`src/rtl/wcp_pkg.sv`:
```
package wcp_pkg;
  typedef enum logic [1:0] {
    PS_IDLE  = 2'd0,
    PS_ISSUE = 2'd1,
    PS_AWAIT = 2'd2
  } poll_state_t;

  typedef enum logic {
    MODE_DATA   = 1'b0,
    MODE_TOGGLE = 1'b1
  } poll_mode_t;

  // confirmation reads still required after an apparent completion
  localparam int unsigned CONFIRM_READS = 2;
endpackage

```
`src/rtl/wcp_judge.sv`:
```
// Decides whether one returned word looks like a finished write.
module wcp_judge
  import wcp_pkg::*;
#(
  parameter int unsigned DATA_W  = 16,
  parameter int unsigned TOG_BIT = 6
) (
  input  poll_mode_t        mode,
  input  logic [DATA_W-1:0] expect_word,
  input  logic [DATA_W-1:0] rd_word,
  input  logic              prev_bit,
  input  logic              have_prev,
  output logic              settled
);
  logic data_match;
  logic tog_steady;

  assign data_match = (rd_word == expect_word);
  assign tog_steady = have_prev && (rd_word[TOG_BIT] == prev_bit);

  always_comb begin
    unique case (mode)
      MODE_DATA:   settled = data_match;
      MODE_TOGGLE: settled = tog_steady;
      default:     settled = 1'b0;
    endcase
  end
endmodule

```
`src/rtl/wcp_poll_counter.sv`:
```
// Counts responses of one poll and flags the last one allowed.
module wcp_poll_counter #(
  parameter int unsigned CNT_W = 16
) (
  input  logic             clk,
  input  logic             rst_n,
  input  logic             clear,
  input  logic             bump,
  input  logic [CNT_W-1:0] limit,
  output logic             last
);
  localparam int unsigned EXT_W = CNT_W + 1;

  logic [CNT_W-1:0] cnt_q;
  logic [EXT_W-1:0] cnt_inc;

  assign cnt_inc = {1'b0, cnt_q} + EXT_W'(1);
  assign last    = (cnt_inc >= {1'b0, limit});

  always_ff @(posedge clk) begin
    if (!rst_n || clear) begin
      cnt_q <= '0;
    end else if (bump && !cnt_inc[CNT_W]) begin
      cnt_q <= cnt_inc[CNT_W-1:0];
    end
  end
endmodule

```
`src/rtl/wc_poller.sv`:
```
module wc_poller
  import wcp_pkg::*;
#(
  parameter int unsigned ADDR_W  = 21,
  parameter int unsigned DATA_W  = 16,
  parameter int unsigned CNT_W   = 16,
  parameter int unsigned TOG_BIT = 6
) (
  input  logic              clk,
  input  logic              rst_n,
  input  logic              start,
  input  logic [ADDR_W-1:0] start_addr,
  input  logic [DATA_W-1:0] start_data,
  input  logic              start_mode,
  input  logic [CNT_W-1:0]  max_polls,
  output logic              busy,
  output logic              rd_req_valid,
  input  logic              rd_req_ready,
  output logic [ADDR_W-1:0] rd_req_addr,
  input  logic              rd_rsp_valid,
  output logic              rd_rsp_ready,
  input  logic [DATA_W-1:0] rd_rsp_data,
  output logic              done,
  output logic              timeout
);
  localparam int unsigned CONF_W = $clog2(CONFIRM_READS + 1);

  poll_state_t       state_q, state_d;
  logic [ADDR_W-1:0] addr_q;
  logic [DATA_W-1:0] exp_q;
  poll_mode_t        mode_q;
  logic [CNT_W-1:0]  lim_q;
  logic              prev_q, have_prev_q;
  logic [CONF_W-1:0] conf_q, conf_d;
  logic              done_q, to_q;

  logic accept, req_fire, rsp_fire, settled, at_last;
  logic finish_ok, finish_to;

  assign accept   = start && (state_q == PS_IDLE);
  assign req_fire = (state_q == PS_ISSUE) && rd_req_ready;
  assign rsp_fire = (state_q == PS_AWAIT) && rd_rsp_valid;

  wcp_judge #(
    .DATA_W (DATA_W),
    .TOG_BIT(TOG_BIT)
  ) u_judge (
    .mode       (mode_q),
    .expect_word(exp_q),
    .rd_word    (rd_rsp_data),
    .prev_bit   (prev_q),
    .have_prev  (have_prev_q),
    .settled    (settled)
  );

  wcp_poll_counter #(
    .CNT_W(CNT_W)
  ) u_cnt (
    .clk  (clk),
    .rst_n(rst_n),
    .clear(accept),
    .bump (rsp_fire),
    .limit(lim_q),
    .last (at_last)
  );

  // confirmation tracking: 0 = plain polling, otherwise reads still owed
  always_comb begin
    conf_d = conf_q;
    if (conf_q != '0) begin
      conf_d = settled ? conf_q - CONF_W'(1) : '0;
    end else if (settled) begin
      conf_d = CONF_W'(CONFIRM_READS);
    end
  end

  assign finish_ok = rsp_fire && (conf_q == CONF_W'(1)) && settled;
  assign finish_to = rsp_fire && !finish_ok && at_last;

  always_comb begin
    state_d = state_q;
    unique case (state_q)
      PS_IDLE:  if (accept) state_d = PS_ISSUE;
      PS_ISSUE: if (req_fire) state_d = PS_AWAIT;
      PS_AWAIT: if (rsp_fire) state_d = (finish_ok || finish_to) ? PS_IDLE : PS_ISSUE;
      default:  state_d = PS_IDLE;
    endcase
  end

  always_ff @(posedge clk) begin
    if (!rst_n) begin
      state_q     <= PS_IDLE;
      addr_q      <= '0;
      exp_q       <= '0;
      mode_q      <= MODE_DATA;
      lim_q       <= CNT_W'(1);
      prev_q      <= 1'b0;
      have_prev_q <= 1'b0;
      conf_q      <= '0;
      done_q      <= 1'b0;
      to_q        <= 1'b0;
    end else begin
      state_q <= state_d;
      done_q  <= finish_ok;
      to_q    <= finish_to;
      if (accept) begin
        addr_q      <= start_addr;
        exp_q       <= start_data;
        mode_q      <= poll_mode_t'(start_mode);
        lim_q       <= (max_polls == '0) ? CNT_W'(1) : max_polls;
        prev_q      <= 1'b0;
        have_prev_q <= 1'b0;
        conf_q      <= '0;
      end else if (rsp_fire) begin
        prev_q      <= rd_rsp_data[TOG_BIT];
        have_prev_q <= 1'b1;
        conf_q      <= conf_d;
      end
    end
  end

  assign busy         = (state_q != PS_IDLE);
  assign rd_req_valid = (state_q == PS_ISSUE);
  assign rd_rsp_ready = (state_q == PS_AWAIT);
  assign rd_req_addr  = addr_q;
  assign done         = done_q;
  assign timeout      = to_q;
endmodule

```
`config.mk`:
```
export PLATFORM = sky130hd
export DESIGN_NAME = wc_poller
export DESIGN_NICKNAME = d
export VERILOG_FILES = /design/src/rtl/wcp_pkg.sv /design/src/rtl/wcp_judge.sv /design/src/rtl/wcp_poll_counter.sv /design/src/rtl/wc_poller.sv
export SDC_FILE = /design/constraint.sdc
export NUM_CORES = 1
export LEC_CHECK = 0
export BUFFER_PORTS_ARGS = -buffer_cell sky130_fd_sc_hd__buf_4
export CAP_MARGIN = 20
export CELL_PAD_IN_SITES_DETAIL_PLACEMENT = 1
export CELL_PAD_IN_SITES_GLOBAL_PLACEMENT = 2
export CORE_MARGIN = 3
export CORE_UTILIZATION = 34
export CTS_BUF_LIST = sky130_fd_sc_hd__clkbuf_4
export DETAILED_ROUTE_END_ITERATION = 10
export GPL_TIMING_DRIVEN = 0
export PLACE_DENSITY_LB_ADDON = 0.1
export SYNTH_ARGS = -nofsm -noshare
export SYNTH_HDL_FRONTEND = slang
export SYNTH_HIERARCHICAL = 1
export SYNTH_SLANG_ARGS = --single-unit
```
`constraint.sdc`:
```
create_clock -name clk -period 4.15 [get_ports clk]
set_input_delay 0.6225 -clock clk [delete_from_list [all_inputs] [get_ports clk]]
set_output_delay 0.6225 -clock clk [all_outputs]
set_load 0.02 [all_outputs]
```
==> results.py <==
metrics = {
    "placed_design": {
        "gp_congestion": 0.767,
        "placedCellCount": 720,
        "placement.io_buffers": 100,
        "placedInstanceArea_mm2": 0.00497,
        "place_hpwl_mm": 8.77,
        "dp_worst_setup_slack_ns": 1.11,
    },
    "run_status": {
        "run_status": "complete, no violations",
    },
    "cts": {
        "cts.root.buffer_cell": "sky130_fd_sc_hd__clkbuf_4",
        "post_cts.repair.setup_buffers": 0,
        "numCtsBuffers": 9,
        "hold_buffers": 0,
        "clock_tree.buffer_depth": 2,
        "post_cts.resized_instances": 0,
        "insertion_delay_ns": 0.43,
        "cts_tree": "done",
        "cts.sink_count": 78,
        "cts.htree.levels": 3,
        "clkSlewWorstSetupHoldPaths_ns": 0.13,
    },
    "yosys": {
        "post_synthesis_register_bit_count": 78,
        "asyncSetResetFlopFracSynth_pct": 0,
        "synth_sequential_area_ratio_pct": 38.6,
        "syn_inst": 477,
        "post_synth.cell_area_avg_um2": 8.48,
        "syn_area_mm2": 0.00405,
        "synth_enable_flop_cells": 0,
        "synth.distinct_cells": 46,
        "synth_ff_type": "sky130_fd_sc_hd__dfxtp_1",
        "syn_nets": 571,
        "synthesis.yosys.warnings": 6,
    },
    "final_layout": {
        "antenna_cells": 0,
        "finish.cell_count_without_fillers": 736,
        "area_growth_pct": 25.6,
        "drive_gt1_share_pct": 23.3,
        "finished_core_util_pct": 44.1,
        "final.fill_count": 1413,
        "fin_area_mm2": 0.00508,
        "design.final.nets": 682,
    },
    "floorplanning": {
        "floorplan.die.height_um": 115,
        "initial_cell_density_of_the_core_pct": 35.1,
        "chipWidth_um": 115,
        "floorplan.core_area_mm2": 0.0115,
        "row_count": 39,
        "num_io_pins": 101,
        "die_area_mm2": 0.0132,
    },
    "grt": {
        "grt_use_total_pct": 17.3,
        "vias_in_the_first_global_route": 3854,
        "grt_pass1_wl_mm": 18.3,
        "grt.overflow.total": 0,
        "antenna_found_initial": 0,
        "grt_max_degree": 14,
    },
    "detailed_routing": {
        "detail_route.drc_violations": 0,
        "via_count": 3594,
        "count_of_routing_violations_after_the_opening_detailed_route_iteration": 125,
        "number_of_routed_nets_with_antenna_violations": 0,
        "wl_mm": 11.1,
        "drt_first_pass_iters": 4,
        "drt-vias-per-instance": 4.88,
        "routedWlPerCell_um": 15.1,
    },
    "job": {
        "drv_cap": 0,
    },
    "sta": {
        "report.final.slew_viol_count": 0,
        "maxClockFrequency_mhz": 325,
        "grt_setup_unrepaired": "false",
        "worst_pin_slew_ns": 0.631,
        "finalSetupViolCount": 0,
        "timing.final.hold_violations": 0,
        "post-route-worst-setup-slack_ns": 1.07,
        "worst_slew_margin_rel_pct": 57.6,
        "timing.setup.tns_ns": 0,
        "final_period_minus_worst_setup_slack_ns": 3.08,
        "final.hold.worst_slack_ns": 0.413,
        "layout_worst_path_cycle_share_pct": 74.2,
        "worst_clock_skew_ns": 0.00985,
    },
    "worst_hold_path": {
        "holdCritPathClass": "input port to flip-flop",
    },
    "worst_setup_path": {
        "timing.setup.critical_path_class": "flip-flop to flip-flop",
        "timing.critical_path.from_type": "flip-flop",
        "critical_path_required_ns": 4.51,
        "crit_path_end_kind": "flip-flop",
        "crit_fanout": 6,
        "critical_path_arrival_ns": 3.44,
    },
    "power_and_ir_drop": {
        "power.ir.vdd_worst_uv": 182,
        "power-per-cell-area_mw_per_mm2": 294,
        "power.leakage_nw": 2.13,
        "combinational_share_of_power_pct": 19.4,
        "sw_frac_of_total_pct": 29.8,
        "switching_power_of_the_nets_mw": 0.445,
        "power.sequential.fraction_pct": 54.2,
        "share_clk_of_total_power_pct": 26.4,
        "power_report.internal_total_mw": 1.05,
        "post_layout_total_power_mw": 1.49,
    },
}
sequential cells by signal (all words and copies together) (netlist names):
register,cells
done,1
prev_q,1
have_prev_q,1
rd_req_addr,21
state_q,2
u_cnt/cnt_q,16
conf_q,2
timeout,1
mode_q,1
exp_q,16
lim_q,16
final cells by class:
class / instances / area (µm²) / share of cell area [%]
Buffer: 22 / 174 / 3.42
Clock buffer: 9 / 67.6 / 1.33
Clock inverter: 7 / 40.0 / 0.788
Inverter: 28 / 110 / 2.17
Multi-Input combinational cell: 349 / 2200 / 43.3
Sequential cell: 78 / 1560 / 30.7
Tap cell: 143 / 179 / 3.52
Timing Repair Buffer: 100 / 751 / 14.8
cell usage in the layout (no fill, tap or decap), types with 2 or more instances in the layout:
cell type	n
sky130_fd_sc_hd__a211oi_1	7
sky130_fd_sc_hd__a21boi_0	4
sky130_fd_sc_hd__a21boi_1	50
sky130_fd_sc_hd__a21o_1	7
sky130_fd_sc_hd__a21oi_1	17
sky130_fd_sc_hd__a41o_1	2
sky130_fd_sc_hd__and2_1	2
sky130_fd_sc_hd__and4_1	3
sky130_fd_sc_hd__buf_4	100
sky130_fd_sc_hd__buf_6	12
sky130_fd_sc_hd__clkbuf_1	8
sky130_fd_sc_hd__clkbuf_4	9
sky130_fd_sc_hd__clkinv_1	3
sky130_fd_sc_hd__clkinvlp_4	2
sky130_fd_sc_hd__dfxtp_1	78
sky130_fd_sc_hd__ha_1	19
sky130_fd_sc_hd__inv_1	27
sky130_fd_sc_hd__nand2_1	117
sky130_fd_sc_hd__nand2b_1	4
sky130_fd_sc_hd__nand3_1	15
sky130_fd_sc_hd__nand3b_1	2
sky130_fd_sc_hd__nand4_1	7
sky130_fd_sc_hd__nor2_1	15
sky130_fd_sc_hd__nor2b_1	3
sky130_fd_sc_hd__nor3_1	5
sky130_fd_sc_hd__nor4_1	9
sky130_fd_sc_hd__o21ai_0	4
sky130_fd_sc_hd__xnor2_1	20
sky130_fd_sc_hd__xor2_1	19
cells in the mapped netlist (all sizes together), types with 2 or more instances:
library cell	instances	area (µm²)
a21boi	54	405
o21ai	4	20.0
nand3b	2	15.0
nand2b	4	25.0
xor2	19	166
ha	19	238
a41o	3	31.3
nand4	7	43.8
clkbuf	8	30.0
and2	2	12.5
nor2	15	56.3
nor4	10	77.6
inv	27	101
dfxtp	78	1560
a21oi	18	93.8
nand3	17	103
and4	3	26.3
a21o	7	52.6
buf	14	144
a211oi	7	52.6
xnor2	20	175
nand2	118	445
nor3	5	25.0
nor2b	3	18.8
power by group through the flow:
stage	clock network (mW)	registers (mW)	logic, mW
global placement	0	0.825	0.290
floorplan	0	0.838	0.149
detailed placement	0	0.827	0.296
global route	0.453	0.815	0.325
CTS	0.418	0.810	0.297
finish	0.393	0.809	0.290
cells by family (layout without fill, tap and decap cells):
| kind of cell | Yosys count | in the layout | synth area share, % |
|---|---|---|---|
| simple gates | 191 | 191 | 22.1 |
| compound gates | 99 | 99 | 17.7 |
| flops | 78 | 78 | 38.6 |
| buf+inv | 50 | 166 | 7.02 |
| xor+xnor | 39 | 39 | 8.44 |
| fa+ha+maj | 19 | 19 | 5.88 |
| mux | 1 | 1 | 0.247 |
worst max-delay path, cell delays in order (launching register included):
cell and delay [ns]:
sky130_fd_sc_hd__dfxtp_1 0.45, sky130_fd_sc_hd__and4_1 0.28, sky130_fd_sc_hd__nand4_1 0.25, sky130_fd_sc_hd__nor3_1 0.48, sky130_fd_sc_hd__xnor2_1 0.19, sky130_fd_sc_hd__ha_1 0.28
sky130_fd_sc_hd__a21oi_1 0.17, sky130_fd_sc_hd__nand2_1 0.07, sky130_fd_sc_hd__a21o_1 0.17, sky130_fd_sc_hd__o21bai_1 0.13, sky130_fd_sc_hd__nand4_1 0.15, sky130_fd_sc_hd__a211o_1 0.26
sky130_fd_sc_hd__a21boi_0 0.14
path summary, 6_finish.rpt:
| kind | slack (ns) | cells past startpoint | startpoint | endpoint |
|---|---|---|---|---|
| max | 1.07 | 12 | u_cnt/cnt_q[2] | state_q[0] |
| max reg2reg | 1.07 | 12 | u_cnt/cnt_q[2] | state_q[0] |
| min | 0.41 | 3 | start_addr[14] | rd_req_addr[14] |
| min reg2reg | 0.46 | 2 | lim_q[1] | lim_q[1] |
per-layer routing:
| layer | up-vias | wire (µm) | track usage, % |
|---|---|---|---|
| met3 | 8 | 647 | 5.74 |
| met4 | 0 | 116 | 4.46 |
| met1 | 1688 | 5130 | 21.6 |
| met5 | - | 0 | 0 |
| li1 | 1824 | - | - |
| met2 | 74 | 5230 | 28.8 |
No activity file was read; power rests on OpenSTA's default activity.
